## src/rtl/fft8_pkg.sv

```systemverilog
package fft8_pkg;

   localparam int LANES  = 8;
   localparam int STAGES = 3;

   // rotation applied to the lower butterfly operand
   typedef enum logic [1:0] {
      TW_ONE = 2'd0,   // multiply by 1
      TW_W1  = 2'd1,   // multiply by e^(-j*pi/4)
      TW_MJ  = 2'd2,   // multiply by -j
      TW_W3  = 2'd3    // multiply by e^(-j*3pi/4)
   } tw_e;

   function automatic int unsigned rev3(input int unsigned idx);
      logic [2:0] v;
      v = idx[2:0];
      return int'({v[0], v[1], v[2]});
   endfunction

   function automatic tw_e tw_of(input int unsigned k);
      case (k)
         0:       return TW_ONE;
         1:       return TW_W1;
         2:       return TW_MJ;
         default: return TW_W3;
      endcase
   endfunction

endpackage

```

## src/rtl/fft8_c45.sv

```systemverilog
// Constant scaler: dout = sum of din >>> k for every k with MASK[k] set.
module fft8_c45 #(
   parameter int             WD   = 20,
   parameter int             FRAC = 8,
   parameter logic [FRAC:0]  MASK = 9'h15A
) (
   input  logic signed [WD-1:0] din,
   output logic signed [WD-1:0] dout
);

   if (FRAC < 1 || FRAC >= WD) begin : g_bad_frac
      $error("fft8_c45: FRAC out of range");
   end
   if (MASK[0]) begin : g_bad_mask
      $error("fft8_c45: coefficient must be below one");
   end

   logic signed [WD-1:0] acc [FRAC+1];

   assign acc[0] = '0;

   for (genvar k = 1; k <= FRAC; k++) begin : g_term
      if (MASK[k]) begin : g_add
         assign acc[k] = acc[k-1] + (din >>> k);
      end else begin : g_skip
         assign acc[k] = acc[k-1];
      end
   end

   assign dout = acc[FRAC];

endmodule

```

## src/rtl/fft8_rot.sv

```systemverilog
// Fixed rotation by one of the eight-point twiddles, no multiplier.
module fft8_rot #(
   parameter int                WD   = 20,
   parameter fft8_pkg::tw_e     KIND = fft8_pkg::TW_ONE,
   parameter int                FRAC = 8,
   parameter logic [FRAC:0]     MASK = 9'h15A
) (
   input  logic signed [WD-1:0] re_i,
   input  logic signed [WD-1:0] im_i,
   output logic signed [WD-1:0] re_o,
   output logic signed [WD-1:0] im_o
);

   if (KIND == fft8_pkg::TW_ONE) begin : g_one
      assign re_o = re_i;
      assign im_o = im_i;
   end else if (KIND == fft8_pkg::TW_MJ) begin : g_mj
      assign re_o = im_i;
      assign im_o = -re_i;
   end else begin : g_diag
      logic signed [WD-1:0] sum_v, dif_v, sum_s, dif_s;
      assign sum_v = re_i + im_i;
      assign dif_v = im_i - re_i;

      fft8_c45 #(.WD(WD), .FRAC(FRAC), .MASK(MASK)) u_sum (
         .din (sum_v),
         .dout(sum_s)
      );
      fft8_c45 #(.WD(WD), .FRAC(FRAC), .MASK(MASK)) u_dif (
         .din (dif_v),
         .dout(dif_s)
      );

      if (KIND == fft8_pkg::TW_W1) begin : g_w1
         assign re_o = sum_s;
         assign im_o = dif_s;
      end else begin : g_w3
         assign re_o = dif_s;
         assign im_o = -sum_s;
      end
   end

endmodule

```

## src/rtl/fft8_bfly.sv

```systemverilog
// Radix-2 butterfly: p = a + W*b, m = a - W*b.
module fft8_bfly #(
   parameter int                WD   = 20,
   parameter fft8_pkg::tw_e     KIND = fft8_pkg::TW_ONE,
   parameter int                FRAC = 8,
   parameter logic [FRAC:0]     MASK = 9'h15A
) (
   input  logic signed [WD-1:0] a_re,
   input  logic signed [WD-1:0] a_im,
   input  logic signed [WD-1:0] b_re,
   input  logic signed [WD-1:0] b_im,
   output logic signed [WD-1:0] p_re,
   output logic signed [WD-1:0] p_im,
   output logic signed [WD-1:0] m_re,
   output logic signed [WD-1:0] m_im
);

   logic signed [WD-1:0] t_re, t_im;

   fft8_rot #(.WD(WD), .KIND(KIND), .FRAC(FRAC), .MASK(MASK)) u_rot (
      .re_i(b_re),
      .im_i(b_im),
      .re_o(t_re),
      .im_o(t_im)
   );

   assign p_re = a_re + t_re;
   assign p_im = a_im + t_im;
   assign m_re = a_re - t_re;
   assign m_im = a_im - t_im;

endmodule

```

## src/rtl/fft8_shiftadd.sv

```systemverilog
module fft8_shiftadd #(
   parameter int            W    = 16,
   parameter int            FRAC = 8,
   parameter logic [FRAC:0] MASK = 9'h15A
) (
   input  logic                              clk,
   input  logic                              rst_n,
   input  logic                              in_valid,
   input  logic [fft8_pkg::LANES*W-1:0]      in_re,
   input  logic [fft8_pkg::LANES*W-1:0]      in_im,
   output logic                              out_valid,
   output logic [fft8_pkg::LANES*W-1:0]      out_re,
   output logic [fft8_pkg::LANES*W-1:0]      out_im
);

   localparam int N  = fft8_pkg::LANES;
   localparam int NS = fft8_pkg::STAGES;
   localparam int WX = W + NS + 1;   // one bit per rank plus rotation guard
   localparam int SH = NS;           // divide by N
   localparam logic signed [WX-1:0] MAXV = WX'((longint'(1) <<< (W-1)) - 1);
   localparam logic signed [WX-1:0] MINV = ~MAXV;

   if (W < 4 || W > 30) begin : g_bad_w
      $error("fft8_shiftadd: W out of range");
   end
   if (FRAC >= WX) begin : g_bad_frac
      $error("fft8_shiftadd: FRAC too large for working width");
   end
   if (N != (1 << NS)) begin : g_bad_n
      $error("fft8_shiftadd: lane count and rank count disagree");
   end

   logic signed [WX-1:0] st_re [NS+1][N];
   logic signed [WX-1:0] st_im [NS+1][N];
   logic [N*W-1:0]       sat_re, sat_im;

   // bit-reversed load, sign-extended to working width
   for (genvar i = 0; i < N; i++) begin : g_load
      localparam int SRC = int'(fft8_pkg::rev3(i));
      logic signed [W-1:0] xr, xi;
      assign xr = in_re[W*SRC +: W];
      assign xi = in_im[W*SRC +: W];
      assign st_re[0][i] = WX'(xr);
      assign st_im[0][i] = WX'(xi);
   end

   // three decimation-in-time ranks
   for (genvar s = 0; s < NS; s++) begin : g_rank
      localparam int H = 1 << s;
      for (genvar p = 0; p < N; p++) begin : g_pos
         if ((p % (2*H)) < H) begin : g_bf
            localparam int K = (p % H) * (N / (2*H));
            fft8_bfly #(
               .WD  (WX),
               .KIND(fft8_pkg::tw_of(K)),
               .FRAC(FRAC),
               .MASK(MASK)
            ) u_bf (
               .a_re(st_re[s][p]),
               .a_im(st_im[s][p]),
               .b_re(st_re[s][p+H]),
               .b_im(st_im[s][p+H]),
               .p_re(st_re[s+1][p]),
               .p_im(st_im[s+1][p]),
               .m_re(st_re[s+1][p+H]),
               .m_im(st_im[s+1][p+H])
            );
         end
      end
   end

   // scale by 1/N and clip to the sample width
   for (genvar i = 0; i < N; i++) begin : g_out
      logic signed [WX-1:0] shr, shi;
      assign shr = st_re[NS][i] >>> SH;
      assign shi = st_im[NS][i] >>> SH;
      assign sat_re[W*i +: W] = (shr > MAXV) ? MAXV[W-1:0] :
                                (shr < MINV) ? MINV[W-1:0] : shr[W-1:0];
      assign sat_im[W*i +: W] = (shi > MAXV) ? MAXV[W-1:0] :
                                (shi < MINV) ? MINV[W-1:0] : shi[W-1:0];
   end

   always_ff @(posedge clk) begin
      if (!rst_n) begin
         out_valid <= 1'b0;
         out_re    <= '0;
         out_im    <= '0;
      end else begin
         out_valid <= in_valid;
         if (in_valid) begin
            out_re <= sat_re;
            out_im <= sat_im;
         end
      end
   end

endmodule

```

## config.mk

```make
export PLATFORM = sky130hd
export DESIGN_NAME = fft8_shiftadd
export DESIGN_NICKNAME = d
export VERILOG_FILES = /design/src/rtl/fft8_pkg.sv /design/src/rtl/fft8_c45.sv /design/src/rtl/fft8_rot.sv /design/src/rtl/fft8_bfly.sv /design/src/rtl/fft8_shiftadd.sv
export SDC_FILE = /design/constraint.sdc
export NUM_CORES = 2
export LEC_CHECK = 0
export ABC_AREA = 0
export BUFFER_PORTS_ARGS = -buffer_cell sky130_fd_sc_hd__buf_2
export CORE_MARGIN = 4
export CORE_UTILIZATION = 46
export CTS_CLUSTER_SIZE = 12
export DETAILED_ROUTE_END_ITERATION = 12
export GPL_TIMING_DRIVEN = 1
export HOLD_SLACK_MARGIN = 0.02
export PLACE_DENSITY = 0.61
export SLEW_MARGIN = 10
export SYNTH_ARGS = -nofsm -noshare
export SYNTH_HDL_FRONTEND = slang
export SYNTH_SLANG_ARGS = --single-unit
```

## constraint.sdc

```tcl
create_clock -name clk -period 13.3 [get_ports clk]
set_input_delay 0.665 -clock clk [delete_from_list [all_inputs] [get_ports clk]]
set_output_delay 0.665 -clock clk [all_outputs]
set_load 0.005 [all_outputs]
```

==> results.cfg <==
[outcome]
status = finished clean

[route]
first_pass_iters = 5
via_per_inst = 5.520
wire_per_inst_um = 21.49
wirelength_um = 191500
vias = 49180
drc = 0
postRouteAntennaNets = 0
drtIter0Drc = 3446

[synthesis]
syn_area_per_cell_um2 = 7.651
synth_xor_area_frac = 0.1304
syn_inst = 6949
muxShareOfSynthArea = 0.006472
synthArstFlopShare = 0
synth-simple-area-share = 0.1237
synth_compound_area_frac = 0.2282
syn_area_um2 = 53170
syn_nets = 8429
synth-edff-count = 0
synthDistinctLibCells = 93
synth_warnings = 0
synth_top_family_by_area = adder cells
seq_area_frac_synth = 0.09677
synth_seq_cells = 257
synth_flop_cell = dfxtp_1
synth-adder-area-share = 0.3221

[sta]
setup_viol_count_final = 0
fin_ws_ps = 922.6
rsz0062_at_grt = false
fin_tns_setup_ps = 0
relSlewSlack = 0.2028
finalCritPeriodShare = 0.9306
hold_violations = 0
tightest_slew_ps = 1187
min_period_ps = 12380
fmax_ghz = 0.08079
drv_slew = 0
skew_ps = 0

[global_routing]
grt_start_max_net_pins = 64
grt_pass1_vias = 47760
grt_overflow = 0
grt_use_total = 0.3050
grt_pass1_wl_um = 284200
antenna_found_initial = 28

[clock_network]
clk_path_buf_depth = 3
cts-root-buf = clkbuf_16
cts.reportedPaths.clkPinSlew_ps = 60
ctsHoldBuffers = 0
tritoncts = done
cts_sinks = 257
clk_latency_ps = 600
htreeDepth = 2
cts_buffers = 34

[setup_path]
r2r-start = out_im[61]$_SDFFE_PN0P_
cp-end-kind = register
worstPathRequired_ps = 13820
crit_start = in_re[16]
cpPeakStageDelay_ps = 530
startpoint_type = input pin
reg2reg_to = out_im[61]$_SDFFE_PN0P_
path_class = in -> reg
ff2ff_setup_slack_ps = 12120
cp_max_fo = 11
crit_end = out_im[113]$_SDFFE_PN0P_
reg2reg_depth = 3
crit_slowest_cell = fa_1
worstPathArrival_ps = 12890

[placed_design]
hpwlAfterDp_um = 167400
place_ws_ps = 112.4
io_buffers = 515
gp_congestion = 0.9813

[layout]
synthToLayoutAreaGrowth_pct = 10.02
finish.net_count = 8839
drive_gt1_frac = 0.09553
fillers = 11420

[die]
initial_utilization = 0.4643
die_w_um = 348.0
core_um2 = 114500
die-height_um = 348.0
ios = 516
rows = 124
die_area_um2 = 121100

[hold_path]
hold_class = reg -> reg

[run]
drv_cap = 0
## metal layers
metal  up-vias  GRT usage  part of all wire
met5         -          0           0.00040
met4        12     0.1054             0.038
met1     23440     0.3947              0.44
met3       227    0.03675             0.055
li1      24160          -                 -
met2      1347     0.5258              0.46
## critical path: cells and delay by family
| family | cells | cell delay, ps |
|---|---|---|
| and+or+nand+nor | 13 | 1820 |
| buffers and inverters | 7 | 570 |
| AOI/OAI and AO/OA | 23 | 5230 |
| adders and majority gates | 9 | 3460 |
| xor gates and xnor gates | 4 | 1160 |
## worst min-delay path by stage
stage                                     to  depth (start not counted)  slack [ps]                     start
CTS                  out_re[13]$_SDFFE_PN0P_                          2         450   out_re[13]$_SDFFE_PN0P_
global placement     out_re[13]$_SDFFE_PN0P_                          2         430   out_re[13]$_SDFFE_PN0P_
floorplan           out_im[111]$_SDFFE_PN0P_                          2         450  out_im[111]$_SDFFE_PN0P_
finish               out_re[13]$_SDFFE_PN0P_                          2         450   out_re[13]$_SDFFE_PN0P_
detailed placement   out_re[93]$_SDFFE_PN0P_                          2         440   out_re[93]$_SDFFE_PN0P_
global route         out_im[38]$_SDFFE_PN0P_                          2         480   out_im[38]$_SDFFE_PN0P_
## per-stage QoR
step	hold slack (ps)	utilization	cells	instance area, µm²
after floorplan	448.7	-	6949	53170
after global placement	431.9	0.5002	8834	57280
after detailed placement	436.8	0.5002	8834	57280
after CTS	449.9	0.5099	8891	58380
after global routing	480.0	0.5107	8902	58470
final	445.9	0.5109	8910	58490
## final cells by class
| cell class | instances | area (µm²) | area share |
|---|---|---|---|
| flip-flops and latches | 257 | 5145 | 0.08796 |
| multi-input cells | 5391 | 43200 | 0.7386 |
| inverters | 1119 | 4203 | 0.07185 |
| diodes | 18 | 45.04 | 0.0007700 |
| clock inverters | 17 | 197.7 | 0.003380 |
| well taps | 1512 | 1892 | 0.03234 |
| clock buffers | 40 | 903.4 | 0.01544 |
| repair buffers | 556 | 2907 | 0.04969 |
## state kept, by name, summed over array words and instances, names as in the netlist
signal,cells
out_re,128
out_valid,1
out_im,128
## placed cells by master, fill, tap and decap left out, drive strengths merged, types with 47 or more instances in the layout
| cell | count |
|---|---|
| nand2 | 277 |
| a211oi | 61 |
| nor3 | 94 |
| fa | 202 |
| nand2b | 93 |
| a21oi | 683 |
| inv | 1120 |
| o21bai | 243 |
| ha | 1019 |
| nor2b | 66 |
| buf | 555 |
| xnor2 | 627 |
| xor2 | 148 |
| and3 | 72 |
| o31ai | 47 |
| nand3 | 94 |
| o21a | 65 |
| dfxtp | 257 |
| o21ai | 375 |
| a21o | 103 |
| nor2 | 552 |
## logic make-up after synthesis
family          after synthesis
mux                          34
simple gates               1408
fa+ha+maj                  1254
buf+inv                    1301
compound gates             1915
flops                       257
xor+xnor                    780
## synth_stat cells, types with 146 or more instances
cell | number | share of area
inv_1 | 1116 | 0.079
ha_1 | 1019 | 0.24
a21oi_1 | 680 | 0.064
xnor2_1 | 625 | 0.10
nor2_1 | 552 | 0.039
o21ai_0 | 372 | 0.035
nand2_1 | 277 | 0.020
dfxtp_1 | 257 | 0.097
o21bai_1 | 243 | 0.034
fa_1 | 202 | 0.076
clkbuf_1 | 152 | 0.011
xor2_1 | 146 | 0.024
## what timing repair did
action / 4_1_cts / 5_1_grt
resized for setup: 0 / 9
buffers inserted: 0 / 1
setup endpoints to repair: 0 / 43
Power is left out: the tool's default activity adds up to more than one toggle a clock period on the data nets, which glitch-free logic cannot reach.
